## src/rtl/eport_pkg.sv

```systemverilog
package eport_pkg;
  localparam int PINS    = 8;
  localparam int PA_W    = 2 * PINS;
  localparam int ADDR_W  = 3;
  localparam int BUS_W   = 16;
  localparam int BYTE_W  = 8;

  typedef enum logic [1:0] {
    SENSE_LEVEL = 2'b00,
    SENSE_RISE  = 2'b01,
    SENSE_FALL  = 2'b10,
    SENSE_BOTH  = 2'b11
  } sense_e;

  typedef struct packed {
    logic              wrPaHi;
    logic              wrPaLo;
    logic              wrDir;
    logic              wrEn;
    logic              wrData;
    logic              wrFlag;
    logic [BYTE_W-1:0] evenByte;
    logic [BYTE_W-1:0] oddByte;
  } strobe_t;
endpackage

```

## src/rtl/eport_sync.sv

```systemverilog
module eport_sync #(
  parameter int               WIDTH   = 8,
  parameter int               STAGES  = 2,
  parameter logic [WIDTH-1:0] RST_VAL = '1
) (
  input  logic             clk,
  input  logic             rstN,
  input  logic [WIDTH-1:0] d,
  output logic [WIDTH-1:0] q
);
  logic [WIDTH-1:0] stage [STAGES];

  always_ff @(posedge clk or negedge rstN) begin
    if (!rstN) begin
      for (int s = 0; s < STAGES; s++) stage[s] <= RST_VAL;
    end else begin
      stage[0] <= d;
      for (int s = 1; s < STAGES; s++) stage[s] <= stage[s-1];
    end
  end

  assign q = stage[STAGES-1];
endmodule

```

## src/rtl/eport_ctrl.sv

```systemverilog
module eport_ctrl
  import eport_pkg::*;
(
  input  logic              clk,
  input  logic              rstN,
  input  logic              busWr,
  input  logic              busSize,
  input  logic [ADDR_W-1:0] busAddr,
  input  logic [BUS_W-1:0]  busWdata,
  input  logic [PA_W-1:0]   paReg,
  input  logic [PINS-1:0]   dirReg,
  input  logic [PINS-1:0]   enReg,
  input  logic [PINS-1:0]   dataReg,
  input  logic [PINS-1:0]   pinView,
  input  logic [PINS-1:0]   flagView,
  output strobe_t           strb,
  output logic [BUS_W-1:0]  busRdata
);
  localparam int PAIR_W = ADDR_W - 1;

  logic              evenHit, oddHit;
  logic [PAIR_W-1:0] pairIdx;
  logic [BYTE_W-1:0] byteVec [2**ADDR_W];

  assign pairIdx = busAddr[ADDR_W-1:1];
  assign evenHit = busSize | ~busAddr[0];
  assign oddHit  = busSize |  busAddr[0];

  always_comb begin
    strb          = '0;
    strb.evenByte = busSize ? busWdata[15:8] : busWdata[7:0];
    strb.oddByte  = busWdata[7:0];
    strb.wrPaHi   = busWr & evenHit & (pairIdx == 2'd0);
    strb.wrPaLo   = busWr & oddHit  & (pairIdx == 2'd0);
    strb.wrDir    = busWr & evenHit & (pairIdx == 2'd1);
    strb.wrEn     = busWr & oddHit  & (pairIdx == 2'd1);
    strb.wrData   = busWr & evenHit & (pairIdx == 2'd2);
    strb.wrFlag   = busWr & evenHit & (pairIdx == 2'd3);
  end

  always_comb begin
    byteVec[0] = paReg[15:8];
    byteVec[1] = paReg[7:0];
    byteVec[2] = dirReg;
    byteVec[3] = enReg;
    byteVec[4] = dataReg;
    byteVec[5] = pinView;
    byteVec[6] = flagView;
    byteVec[7] = '0;
  end

  assign busRdata = busSize ? {byteVec[{pairIdx, 1'b0}], byteVec[{pairIdx, 1'b1}]}
                            : {8'h00, byteVec[busAddr]};

  // a single access touches at most one lane pair
  p_lane_pair_r2: assert property (@(posedge clk) disable iff (!rstN)
    $countones({strb.wrPaHi, strb.wrPaLo, strb.wrDir, strb.wrEn, strb.wrData, strb.wrFlag}) <= 2);

  // a byte access never fires more than one register strobe
  p_byte_single_r2: assert property (@(posedge clk) disable iff (!rstN)
    !busSize |-> $onehot0({strb.wrPaHi, strb.wrPaLo, strb.wrDir, strb.wrEn, strb.wrData, strb.wrFlag}));
endmodule

```

## src/rtl/eport_datapath.sv

```systemverilog
module eport_datapath
  import eport_pkg::*;
#(
  parameter int SYNC_STAGES = 2
) (
  input  logic            clk,
  input  logic            rstN,
  input  strobe_t         strb,
  input  logic [PINS-1:0] padIn,
  output logic [PA_W-1:0] paReg,
  output logic [PINS-1:0] dirReg,
  output logic [PINS-1:0] enReg,
  output logic [PINS-1:0] dataReg,
  output logic [PINS-1:0] pinView,
  output logic [PINS-1:0] flagView,
  output logic [PINS-1:0] irqReq
);
  localparam logic [PINS-1:0] USE_MASK = {{(PINS-1){1'b1}}, 1'b0};
  localparam logic [PA_W-1:0] PA_MASK  = {{(PA_W-2){1'b1}}, 2'b00};

  logic [PINS-1:0] syncPin, prevPin;
  logic [PINS-1:0] flagReg, flagNext;
  logic [PINS-1:0] levelMask, edgeHit, clearMask;

  eport_sync #(.WIDTH(PINS), .STAGES(SYNC_STAGES), .RST_VAL('1)) u_sync (
    .clk (clk),
    .rstN(rstN),
    .d   (padIn),
    .q   (syncPin)
  );

  always_ff @(posedge clk or negedge rstN) begin
    if (!rstN) prevPin <= '1;
    else       prevPin <= syncPin;
  end

  always_ff @(posedge clk or negedge rstN) begin
    if (!rstN) begin
      paReg   <= '0;
      dirReg  <= '0;
      enReg   <= '0;
      dataReg <= '0;
    end else begin
      if (strb.wrPaHi) paReg[15:8] <= strb.evenByte & PA_MASK[15:8];
      if (strb.wrPaLo) paReg[7:0]  <= strb.oddByte  & PA_MASK[7:0];
      if (strb.wrDir)  dirReg      <= strb.evenByte & USE_MASK;
      if (strb.wrEn)   enReg       <= strb.oddByte  & USE_MASK;
      if (strb.wrData) dataReg     <= strb.evenByte & USE_MASK;
    end
  end

  assign clearMask = strb.wrFlag ? strb.evenByte : '0;

  for (genvar i = 0; i < PINS; i++) begin : g_pin
    sense_e mode;
    logic   rise, fall, hit;

    assign mode = sense_e'(paReg[2*i +: 2]);
    assign rise = syncPin[i] & ~prevPin[i];
    assign fall = ~syncPin[i] & prevPin[i];

    always_comb begin
      case (mode)
        SENSE_RISE: hit = rise;
        SENSE_FALL: hit = fall;
        SENSE_BOTH: hit = rise | fall;
        default:    hit = 1'b0;
      endcase
    end

    assign levelMask[i] = (mode == SENSE_LEVEL);
    assign edgeHit[i]   = hit & USE_MASK[i];
    assign flagNext[i]  = levelMask[i] ? 1'b0 :
                          edgeHit[i]   ? 1'b1 :
                          clearMask[i] ? 1'b0 : flagReg[i];
    assign flagView[i]  = USE_MASK[i] & (levelMask[i] ? ~syncPin[i] : flagReg[i]);
  end

  always_ff @(posedge clk or negedge rstN) begin
    if (!rstN) flagReg <= '0;
    else       flagReg <= flagNext;
  end

  assign pinView = syncPin & USE_MASK;
  assign irqReq  = flagView & enReg;

  // reserved pin stays silent everywhere
  p_pin0_quiet_r9: assert property (@(posedge clk) disable iff (!rstN)
    (irqReq[0] == 1'b0) && (flagView[0] == 1'b0) && (paReg[1:0] == 2'b00));

  // a latched flag survives unless cleared or moved to level mode
  p_flag_sticky_r6: assert property (@(posedge clk) disable iff (!rstN)
    (($past(flagReg & ~clearMask & ~levelMask) & ~levelMask & ~flagReg) == '0));

  // a detected edge always leaves its flag set, clear or not
  p_edge_wins_r8: assert property (@(posedge clk) disable iff (!rstN)
    (($past(edgeHit) & ~levelMask & ~flagReg) == '0));

  // level mode never leaves a stored flag behind
  p_level_unlatched_r5: assert property (@(posedge clk) disable iff (!rstN)
    ((flagReg & $past(levelMask)) == '0));

  // direction changes only through its own write
  p_dir_hold_r2: assert property (@(posedge clk) disable iff (!rstN)
    !$past(strb.wrDir) |-> $stable(dirReg));
endmodule

```

## src/rtl/eport_top.sv

```systemverilog
module eport_top
  import eport_pkg::*;
#(
  parameter int SYNC_STAGES = 2
) (
  input  logic              clk,
  input  logic              rstN,
  input  logic              busWr,
  input  logic              busSize,
  input  logic [ADDR_W-1:0] busAddr,
  input  logic [BUS_W-1:0]  busWdata,
  output logic [BUS_W-1:0]  busRdata,
  input  logic [PINS-1:0]   padIn,
  output logic [PINS-1:0]   padOut,
  output logic [PINS-1:0]   padOe,
  output logic [PINS-1:0]   irqReq
);
  strobe_t         strb;
  logic [PA_W-1:0] paReg;
  logic [PINS-1:0] dirReg, enReg, dataReg, pinView, flagView;

  eport_ctrl u_ctrl (
    .clk     (clk),
    .rstN    (rstN),
    .busWr   (busWr),
    .busSize (busSize),
    .busAddr (busAddr),
    .busWdata(busWdata),
    .paReg   (paReg),
    .dirReg  (dirReg),
    .enReg   (enReg),
    .dataReg (dataReg),
    .pinView (pinView),
    .flagView(flagView),
    .strb    (strb),
    .busRdata(busRdata)
  );

  eport_datapath #(.SYNC_STAGES(SYNC_STAGES)) u_dp (
    .clk     (clk),
    .rstN    (rstN),
    .strb    (strb),
    .padIn   (padIn),
    .paReg   (paReg),
    .dirReg  (dirReg),
    .enReg   (enReg),
    .dataReg (dataReg),
    .pinView (pinView),
    .flagView(flagView),
    .irqReq  (irqReq)
  );

  assign padOut = dataReg;
  assign padOe  = dirReg;
endmodule

```

## config.mk

```make
export PLATFORM = sky130hd
export DESIGN_NAME = eport_top
export DESIGN_NICKNAME = d
export VERILOG_FILES = /design/src/rtl/eport_pkg.sv /design/src/rtl/eport_sync.sv /design/src/rtl/eport_ctrl.sv /design/src/rtl/eport_datapath.sv /design/src/rtl/eport_top.sv
export SDC_FILE = /design/constraint.sdc
export NUM_CORES = 1
export LEC_CHECK = 0
export ABC_AREA = 1
export BUFFER_PORTS_ARGS = -buffer_cell sky130_fd_sc_hd__buf_4
export CELL_PAD_IN_SITES_DETAIL_PLACEMENT = 1
export CELL_PAD_IN_SITES_GLOBAL_PLACEMENT = 2
export CORE_ASPECT_RATIO = 1.1
export CORE_MARGIN = 2
export CORE_UTILIZATION = 34
export DETAILED_ROUTE_END_ITERATION = 16
export GPL_TIMING_DRIVEN = 0
export PLACE_DENSITY = 0.95
export SLEW_MARGIN = 20
export SYNTH_ARGS = -nofsm -noshare
export SYNTH_HDL_FRONTEND = slang
export SYNTH_SLANG_ARGS = --single-unit
export TNS_END_PERCENT = 100
```

## constraint.sdc

```tcl
create_clock -name clk -period 3.15 [get_ports clk]
set_input_delay 0.315 -clock clk [delete_from_list [all_inputs] [get_ports clk]]
set_output_delay 0.315 -clock clk [all_outputs]
set_load 0.005 [all_outputs]
```

==> results.md, run 1 <==
* Status: complete, no violations
* Post-synth top area share at 28.8%
* # DRC at 0
* Initial antenna violation count at 0
* Largest stage delay on the critical path at 0.44 ns
* CTS Sinks at 63
* Pre-antenna DRT Iters at 4
* Chip Height at 113 um
* I/O Buffers at 63
* Leading area contributor after synthesis: dfrtp_1
* Post_cts resized at 0
* Max cap viols at 0
* Post-synthesis sequential area ratio at 43.9%
* Worst min-delay path class: input pin to flop
* Ant diodes at 0
* Final Util at 44.1%
* Critical Path RT at 2.83 ns
* Routed len/inst at 17.7 um
* Final worst slack at 1.20 ns
* CP max stage cell: inv_1
* Final period utilization at 61.8%
* Synth cell count leaders: 141 x nand2_1, 55 x inv_1, 45 x nor2_1
* Post-DP HPWL at 8980 um
* Routed WL at 12500 um
* Cell count after synthesis at 483
* Final hold vios at 0
* Post-layout nets at 604
* Share of cells above drive strength 1 at 24.1%
* Postcts setup bufs at 0
* Die width at 103 um
* First-pass GRT wire length at 19600 um
* Maximum number of pins on one net before global-route repair at 64
* Synthesized flop and latch total at 63
* Total die area at 11600 um^2
* Worst VDD drop at 0.000216 V
* Clk_lat worst skew at 0.33 ns
* Critical-path maximum fanout at 9
* Netlist cell types at 27
* DP Worst Slack at 1.25 ns
* Storage cell area at 1600 um^2
* Fillers at 1361
* Most common flop cell mapped by yosys: dfrtp_1
* Via Count at 3565
* Final ANT Viol Nets at 0
* Post-CTS Hold Fix Bufs at 0
* TritonCTS Buffers at 9
* CTS tree: yes
* Max_slew headroom at 44.5%
* Count leader, synth: nand2_1
* I/O pins at 71
* Clk_skew at 0.00544 ns
* Area of the core at 10400 um^2
* Startpoint types: input pin
* PwrDens at 600 nW/um^2
* Reg2reg setup slack at 1.71 ns
* Std-Cell Rows at 39
* GRT Overall Usage at 23.0%
* Synthesis Warnings at 0
* CTS max path bufs at 2
* CP Cell Sequence: buf_6 > nand2_2 > inv_1 > nand3_1 > a21oi_1 > buf_4
* Critical path arrival at 1.63 ns
* H-Tree Level Count at 3
* Unrepaired setup endpoints after global routing: no
* Area of the multi-input gates at 1690 um^2
* Final RePlAce weighted congestion at 0.860
* Drt via density at 5.04
* Worst-Margin Slew at 0.833 ns
* Pins Over Slew Limit at 0
* Vias in the first global route at 3700
* Initial DRC Count at 108
* Top post-synthesis cells by area: dfrtp_1 29%, dfstp_2 15%, nand2_1 14%, inv_1 5.6%, nand3_1 5.5%
* Clock root buffer: clkbuf_16
* Initial Utilization at 35.0%
* # setup viols final at 0
* Kind of critical path: input pin to primary output
* Asr flop ratio synth at 100%
* CP Capture Type: primary output
* CTS clk-pin slew, worst paths at 0.06 ns
* Layout area overhead at 26.0%
* Pleak at 2.34 nW
* Fmax achieved at 514 MHz
* TNS Setup at 0 ns
* Avg Cell Area, Syn at 7.57 um^2
* Post-Synthesis Cell Area at 3650 um^2
* Congestion Overflow GR at 0
* Period minus WS final at 1.95 ns
* EDFF count, synth at 0
worst max-delay path: cells and delay by family:
| kind | cells | cell delay, ns |
|---|---|---|
| AO/OA/AOI/OAI | 1 | 0.21 |
| buffers and inverters | 3 | 0.73 |
| AND/OR/NAND/NOR | 2 | 0.37 |
metrics by stage:
| stage | std cells | hold WS (ns) | total power [mW] | instance area, um^2 |
|---|---|---|---|---|
| 6_report | 707 | 0.0840 | 2.76 | 4610 |
| 5_1_grt | 707 | 0.0722 | 2.93 | 4610 |
| 4_1_cts | 707 | 0.0745 | 2.79 | 4610 |
| 3_5_place_dp | 691 | 0.347 | 1.79 | 4310 |
| 3_3_place_gp | 691 | 0.346 | 1.75 | 4310 |
| 2_1_floorplan | 485 | 0.0194 | 1.45 | 3660 |
report_power, final:
| part | switching, mW | total (mW) | internal [mW] | leakage, nW |
|---|---|---|---|---|
| registers | 0.143 | 1.10 | 0.958 | 0.744 |
| clock network | 0.358 | 0.988 | 0.630 | 0.146 |
| logic | 0.384 | 0.673 | 0.290 | 1.45 |
| total | 0.885 | 2.76 | 1.88 | 2.34 |
cells in the final DEF, fill, tap and decap left out, types with 3 or more instances in the layout:
cell type,instances
dfstp_2,21
dfrtp_1,42
buf_4,67
clkinv_2,4
inv_1,55
buf_6,5
inv_2,3
clkbuf_16,9
nor2_1,45
o21ai_1,17
nand4_1,7
nand3_1,40
nor2_4,4
and3_1,6
nand2_1,141
o211ai_1,6
ha_1,14
nand2_2,3
o21ai_0,33
buf_2,10
conb_1,3
a21oi_1,15
logic make-up after synthesis:
group	synth area share (%)
other	0.103
buffers and inverters	10.1
flip-flops	43.9
adder cells (fa/ha/maj)	4.79
AND/OR/NAND/NOR	31.1
AO/OA/AOI/OAI	10.1
sequential cells by signal (all words and copies together) (netlist names):
register / cells
u_dp.paReg: 14
u_dp.dirReg: 7
u_dp.u_sync.stage: 7
u_dp.flagReg: 7
u_dp.u_sync.q: 7
u_dp.enReg: 7
u_dp.dataReg: 7
u_dp.prevPin: 7
per-layer routing:
| metal | vias up | GRT usage [%] | part of all wire [%] |
|---|---|---|---|
| li1 | 1688 | - | - |
| met1 | 1740 | 28.6 | 42 |
| met2 | 110 | 38.8 | 49 |
| met3 | 27 | 4.63 | 5.8 |
| met4 | 0 | 9.21 | 3.3 |
| met5 | - | 0 | 0 |
cell type report:
cell class	instances	share of cell area [%]
well taps	143	3.88
clock inverters	4	0.978
repair buffers	63	10.3
multi-input cells	343	36.7
inverters	60	5.03
plain buffers	19	2.96
clock buffers	12	5.35
flip-flops and latches	63	34.8
path summary, 6_finish.rpt:
check | to | cells past startpoint | start
worst max-delay path | busRdata[2] | 6 | busAddr[1]
max in group asynchronous | u_dp.paReg[6] | 1 | rstN
worst max register to register | u_dp.flagReg[1] | 6 | u_dp.u_sync.q[1]
worst min register to register | u_dp.u_sync.q[1] | 0 | u_dp.u_sync.stage[9]
min in group asynchronous | u_dp.dirReg[5] | 1 | rstN
worst min-delay path | u_dp.u_sync.stage[14] | 1 | padIn[6]
(Power assumes the default switching activity.)
==> run 2, diff against run 1 <==
--- a/config.mk
+++ b/config.mk
@@ -11,10 +11,10 @@
 export CELL_PAD_IN_SITES_GLOBAL_PLACEMENT = 2
 export CORE_ASPECT_RATIO = 1.1
 export CORE_MARGIN = 2
-export CORE_UTILIZATION = 34
+export CORE_UTILIZATION = 28
 export DETAILED_ROUTE_END_ITERATION = 16
 export GPL_TIMING_DRIVEN = 0
-export PLACE_DENSITY = 0.95
+export PLACE_DENSITY = 0.85
 export SLEW_MARGIN = 20
 export SYNTH_ARGS = -nofsm -noshare
 export SYNTH_HDL_FRONTEND = slang
==> constraint.sdc (replaced) <==
create_clock -name clk -period 1.78 [get_ports clk]
set_input_delay 0.178 -clock clk [delete_from_list [all_inputs] [get_ports clk]]
set_output_delay 0.178 -clock clk [all_outputs]
set_load 0.005 [all_outputs]
==> results.md, run 2 (synthesis results as in run 1) <==
* Status: complete, but fails checks
* Failing checks: DRC
* Kind of critical path: flop to primary output
* Hold Path Depth at 3 (+2)
* Reg2reg end: u_dp.flagReg[1]
* Initial Utilization at 28.8% (-6.2 points)
* WHS Endpoint: u_dp.paReg[6]
* PwrDens at 1030 nW/um^2 (+72%)
* Sequential Power Share at 40.4% (+0.6 points)
* Max cap viols at 0 (unchanged)
* Pre-antenna DRT Iters at 10 (+6)
* CTS tree: yes
* Critical-path maximum fanout at 7 (-2)
* Chip Height at 124 um (+9.8%)
* Clock root buffer: clkbuf_16
* Initial DRC Count at 137 (+27%)
* Worst hold slack at 0.113 ns (+0.0294 ns)
* Worst VDD drop at 0.000356 V (+64%)
* Routed len/inst at 17.4 um (-1.4%)
* CTS Sinks at 63 (unchanged)
* # setup viols final at 0 (unchanged)
* Finished Layout Cells at 729 (+3.1%)
* H-Tree Level Count at 3 (unchanged)
* GRT busiest layer: met2
* PnR Total Power at 4.83 mW (+75%)
* CTS max path bufs at 2 (unchanged)
* Most common cell after layout, fill and taps aside: nand2_1
* Reg2reg setup slack at 0.36 ns (-1.35 ns)
* Combinational power share at 25.3% (+0.9 points)
* Worst Reg-to-Reg Cells at 6 (unchanged)
* # DRC at 5 (+5)
* Clk_lat worst skew at 0.34 ns (about the same)
* Maximum number of pins on one net before global-route repair at 64 (unchanged)
* Share of cells above drive strength 1 at 24.0% (-0.16 points)
* Most flop-heavy register: u_dp.paReg
* Worst min-delay path class: input pin to flop
* TNS Setup at 0 ns (unchanged)
* Total die area at 14000 um^2 (+21%)
* Final period utilization at 96.1%
* Unrepaired setup endpoints after global routing: no
* Clock Power Share at 34.3% (-1.5 points)
* Drt via density at 4.88 (-3.3%)
* I/O pins at 71 (unchanged)
* Area of the multi-input gates at 1700 um^2 (+0.52%)
* GRT Overall Usage at 18.9% (-4.1 points)
* Initial antenna violation count at 0 (unchanged)
* Final RePlAce weighted congestion at 0.900 (+4.7%)
* Ant diodes at 0 (unchanged)
* Routed WL at 12700 um (+1.7%)
* Congestion Overflow GR at 0 (unchanged)
* Die width at 113 um (+9.8%)
* R2R Path Start: u_dp.u_sync.q[1]
* Period minus WS final at 1.71 ns
* GRT met3 Usage at 3.11% (-1.5 points)
* Largest stage delay on the critical path at 0.49 ns (+0.05 ns)
* Area of the core at 12700 um^2 (+22%)
* CP Capture Type: primary output
* Storage cell area at 1600 um^2 (unchanged)
* TritonCTS Buffers at 9 (unchanged)
* Most frequent cells in the layout: 141 x nand2_1, 67 x buf_4, 55 x inv_1
* Clk_skew at 0.00867 ns (+0.00322 ns)
* Vias in the first global route at 3645 (-1.5%)
* Critical Path RT at 1.60 ns (-1.23 ns)
* Post-layout nets at 612 (+1.3%)
* NetSw at 1.58 mW (+79%)
* Layout area overhead at 28.4%
* Cells after DPL at 705 (+2.0%)
* Pins Over Slew Limit at 0 (unchanged)
* Worst-Margin Slew at 0.853 ns (+0.0200 ns)
* Max_slew headroom at 43.1% (-1.3 points)
* Pleak at 2.36 nW (+0.98%)
* Critical path arrival at 1.53 ns (-0.10 ns)
* Fmax achieved at 585 MHz
* First-pass GRT wire length at 19700 um (+0.67%)
* CP Cell Sequence: o21ai_1 > nand3_1 > a21oi_1 > buf_4
* Final hold vios at 0 (unchanged)
* CTS clk-pin slew, worst paths at 0.06 ns (about the same)
* Startpoint types: flop
* Switching Fraction at 32.8% (+0.76 points)
* CP max stage cell: dfrtp_1
* Final ANT Viol Nets at 0 (unchanged)
* Met1 usage in global routing at 24.3% (-4.2 points)
* Global routing usage on met2 at 31.2% (-7.6 points)
* Max reg flops at 14 (unchanged)
* Fillers at 1573 (+16%)
* Int Pwr at 3.25 mW (+73%)
* Via Count at 3556 (-0.25%)
* Std-Cell Rows at 43 (+10%)
* I/O Buffers at 63 (unchanged)
* Hold Crit Start: busWdata[6]
* Post-DP HPWL at 9260 um (+3.2%)
-- run 2: cell type report --
class / instances / area share [%]
plain buffers: 19 / 2.91
clock buffers: 15 / 5.71
clock inverters: 1 / 0.107
inverters: 60 / 4.93
multi-input cells: 343 / 36.2
flip-flops and latches: 63 / 34.2
well taps: 157 / 4.19
repair buffers: 71 / 11.8
-- run 2: per-stage QoR --
stage	worst slack, ns	util, %	cell area, um^2
floorplan	0.430	-	3660
global placement	0.171	34.1	4330
detailed placement	0.139	34.1	4330
CTS	0.000837	36.9	4680
global route	0.0105	37.0	4690
finish	0.0703	37.0	4690
-- run 2: critical path, delay by kind of cell, from the launching register on --
family,cells,cell delay (ns)
DFF,1,0.49
buffers and inverters,1,0.14
AOI/OAI and AO/OA,2,0.45
and+or+nand+nor,1,0.10
-- run 2: timing repair --
action,in CTS,in global routing
cloned,0,0
setup buffers,0,0
endpoints found under the setup margin,1,9
endpoints found under the hold margin,45,0
resized for setup,1,9
hold buffers,8,0
-- run 2: worst max path at each step --
stage	startpoint	to	slack, ns	depth (start not counted)
6_report	u_dp.paReg[12]	busRdata[6]	0.07	4
5_1_grt	u_dp.paReg[12]	busRdata[6]	0.01	4
4_1_cts	u_dp.paReg[14]	busRdata[7]	0.0008	4
3_5_place_dp	busAddr[1]	busRdata[3]	0.14	6
3_3_place_gp	busAddr[1]	busRdata[6]	0.17	6
2_1_floorplan	u_dp.u_sync.q[1]	u_dp.flagReg[1]	0.43	6
-- run 2: metal layers --
metal	wire length (um)	part of all wire [%]
met1	5630	44
met2	6220	49
met3	472	3.7
met4	380	3.0
met5	0	0
-- run 2: power groups by stage --
stage | Clock (mW) | Combinational, mW | Sequential [mW]
2_1_floorplan | 0 | 0.688 | 1.88
3_3_place_gp | 0 | 1.16 | 1.96
3_5_place_dp | 0 | 1.20 | 1.96
4_1_cts | 1.68 | 1.22 | 1.95
5_1_grt | 1.75 | 1.39 | 1.99
6_report | 1.66 | 1.22 | 1.95
==> run 3, diff against run 2 <==
--- a/config.mk
+++ b/config.mk
@@ -10,7 +10,7 @@
 export CELL_PAD_IN_SITES_DETAIL_PLACEMENT = 1
 export CELL_PAD_IN_SITES_GLOBAL_PLACEMENT = 2
 export CORE_ASPECT_RATIO = 1.1
-export CORE_MARGIN = 2
+export CORE_MARGIN = 8
 export CORE_UTILIZATION = 28
 export DETAILED_ROUTE_END_ITERATION = 16
 export GPL_TIMING_DRIVEN = 0
==> results.md, run 3 (synthesis results as in run 1) <==
* Status: complete, no violations
* CTS Sinks at 63 (unchanged)
* Design area at 4720 um^2 (+0.51%)
* Startpoint types: flop
* Final period utilization at 96.1% (about the same)
* I/O Buffers at 63 (unchanged)
* Max reg flops at 14 (unchanged)
* Ant diodes at 0 (unchanged)
* CP Cell Sequence: nor2_1 > nand2_1 > a21oi_1 > nor2_1 > buf_4
* CP max stage cell: dfrtp_1
* Clock Power Share at 34.6% (+0.3 points)
* PwrDens at 1040 nW/um^2 (+1.2%)
* Post-DP HPWL at 9800 um (+5.7%)
* Max cap viols at 0 (unchanged)
* Routed WL at 13500 um (+6.4%)
* Fmax achieved at 584 MHz (about the same)
* Routed len/inst at 18.5 um (+6.4%)
* Critical Path RT at 1.60 ns (about the same)
* Total die area at 17000 um^2 (+21%)
* Drt via density at 4.88 (+0.14%)
* Period minus WS final at 1.71 ns (+0.00143 ns)
* Most flop-heavy register: u_dp.paReg
* Pins Over Slew Limit at 0 (unchanged)
* TritonCTS Buffers at 9 (unchanged)
* Area of the core at 12700 um^2 (unchanged)
* Congestion Overflow GR at 0 (unchanged)
* Clk_skew at 0.00845 ns (-0.000219 ns)
* CTS max path bufs at 2 (unchanged)
* Share of cells above drive strength 1 at 25.0% (+1.0 points)
* Vias in the first global route at 3914 (+7.4%)
* Initial DRC Count at 105 (-23%)
* First-pass GRT wire length at 21500 um (+9.2%)
* Std-Cell Rows at 43 (unchanged)
* GRT Overall Usage at 16.6% (-2.3 points)
* Worst min-delay path class: input pin to flop
* Most common cell after layout, fill and taps aside: nand2_1
* Final worst slack at 0.0688 ns (-0.00143 ns)
* CTS clk-pin slew, worst paths at 0.06 ns (about the same)
* Pleak at 2.37 nW (+0.12%)
* Switching Fraction at 32.8% (+0.048 points)
* Worst-Margin Slew at 0.885 ns (+0.0315 ns)
* Finished Layout Cells at 729 (unchanged)
* Combinational power share at 25.4% (about the same)
* Clk_lat worst skew at 0.34 ns (about the same)
* Pre-antenna DRT Iters at 4 (-6)
* Clock root buffer: clkbuf_16
* Postcts setup bufs at 0 (unchanged)
* Critical path arrival at 1.53 ns (about the same)
* DP Worst Slack at 0.168 ns (+0.0287 ns)
* CTS tree: yes
* Kind of critical path: flop to primary output
* H-Tree Level Count at 3 (unchanged)
* Final ANT Viol Nets at 0 (unchanged)
* Final hold vios at 0 (unchanged)
* CP delay by family, top: flip-flops
* I/O pins at 71 (unchanged)
* Final RePlAce weighted congestion at 0.880 (-2.3%)
* Worst VDD drop at 0.000387 V (+8.7%)
* Most used cell, CP: nor2_1
* Chip Height at 136 um (+9.7%)
* Initial antenna violation count at 0 (unchanged)
* Max_slew headroom at 41.0% (-2.1 points)
* # DRC at 0 (-5)
* NetSw at 1.61 mW (+1.8%)
* TNS Setup at 0 ns (unchanged)
* Largest stage delay on the critical path at 0.47 ns (-0.02 ns)
* Critical-path maximum fanout at 6 (-1)
* CP Capture Type: primary output
* Unrepaired setup endpoints after global routing: no
* Maximum number of pins on one net before global-route repair at 64 (unchanged)
* # setup viols final at 0 (unchanged)
* Int Pwr at 3.30 mW (+1.6%)
* Most frequent cells in the layout: 141 x nand2_1, 67 x buf_4, 55 x inv_1
* Via Count at 3561 (+0.14%)
* Initial Utilization at 28.8% (unchanged)
* Layout area overhead at 29.1%
* Cells after DPL at 705 (unchanged)
* Post-layout nets at 612 (unchanged)
* DP Area at 4330 um^2 (unchanged)
* Final Util at 37.2% (+0.19 points)
* CP Buf/Inv Count at 1 (unchanged)
* Die width at 125 um (+11%)
* Sequential Power Share at 40.0% (-0.4 points)
run 3: changes by cell type in the layout (fill, tap and decap cells not counted), sizes merged:
| cell | delta |
|---|---|
| clkbuf | +1 |
| clkinv | -1 |
run 3: final timing paths:
check	startpoint	end	slack, ns	cells after the start
setup / recovery	u_dp.paReg[5]	busRdata[10]	0.07	5
hold / removal	busWdata[6]	u_dp.paReg[6]	0.12	3
setup reg to reg	u_dp.u_sync.q[1]	u_dp.flagReg[1]	0.34	6
hold reg to reg	u_dp.u_sync.stage[12]	u_dp.u_sync.q[4]	0.35	0
max in group asynchronous	rstN	u_dp.paReg[12]	0.65	2
min in group asynchronous	rstN	u_dp.enReg[7]	0.47	2
run 3: worst register-to-register path, stage by stage (launching register included):
cell and delay [ns]:
dfstp_2 0.57, inv_1 0.06, ha_1 0.28, nand3_1 0.06
o21ai_0 0.07, or2_2 0.28, nand2_1 0.07
run 3: timing repair:
item                                    CTS  global route
hold buffers                              8             0
endpoints found under the hold margin    49             0
resized for setup                         0            16
endpoints found under the setup margin    0            14
run 3: power groups by stage:
| stage | Combinational, mW | Clock, mW | Sequential (mW) |
|---|---|---|---|
| after floorplan | 0.688 | 0 | 1.88 |
| after global placement | 1.17 | 0 | 1.96 |
| after detailed placement | 1.21 | 0 | 1.97 |
| after CTS | 1.23 | 1.73 | 1.95 |
| after global routing | 1.41 | 1.79 | 2.00 |
| final | 1.25 | 1.70 | 1.97 |
run 3: layer usage:
metal  track usage, %  wire length [um]
met1             19.1              5790
met2             27.9              6720
met4             10.4               453
met5                0                 0
met3             3.76               539
run 3: cell type report:
class	count	area (um^2)
fillers	1570	7980
multi-input cells	343	1710
flip-flops and latches	63	1610
repair buffers	71	553
clock buffers	16	282
inverters	60	231
well taps	157	196
plain buffers	19	136
run 3: stage by stage:
step / power, mW / hold slack, ns
after floorplan: 2.56 / -0.118
after CTS: 4.92 / 0.112
after global routing: 5.21 / 0.126
after detailed placement: 3.18 / 0.287
after global placement: 3.13 / 0.286
final: 4.91 / 0.116
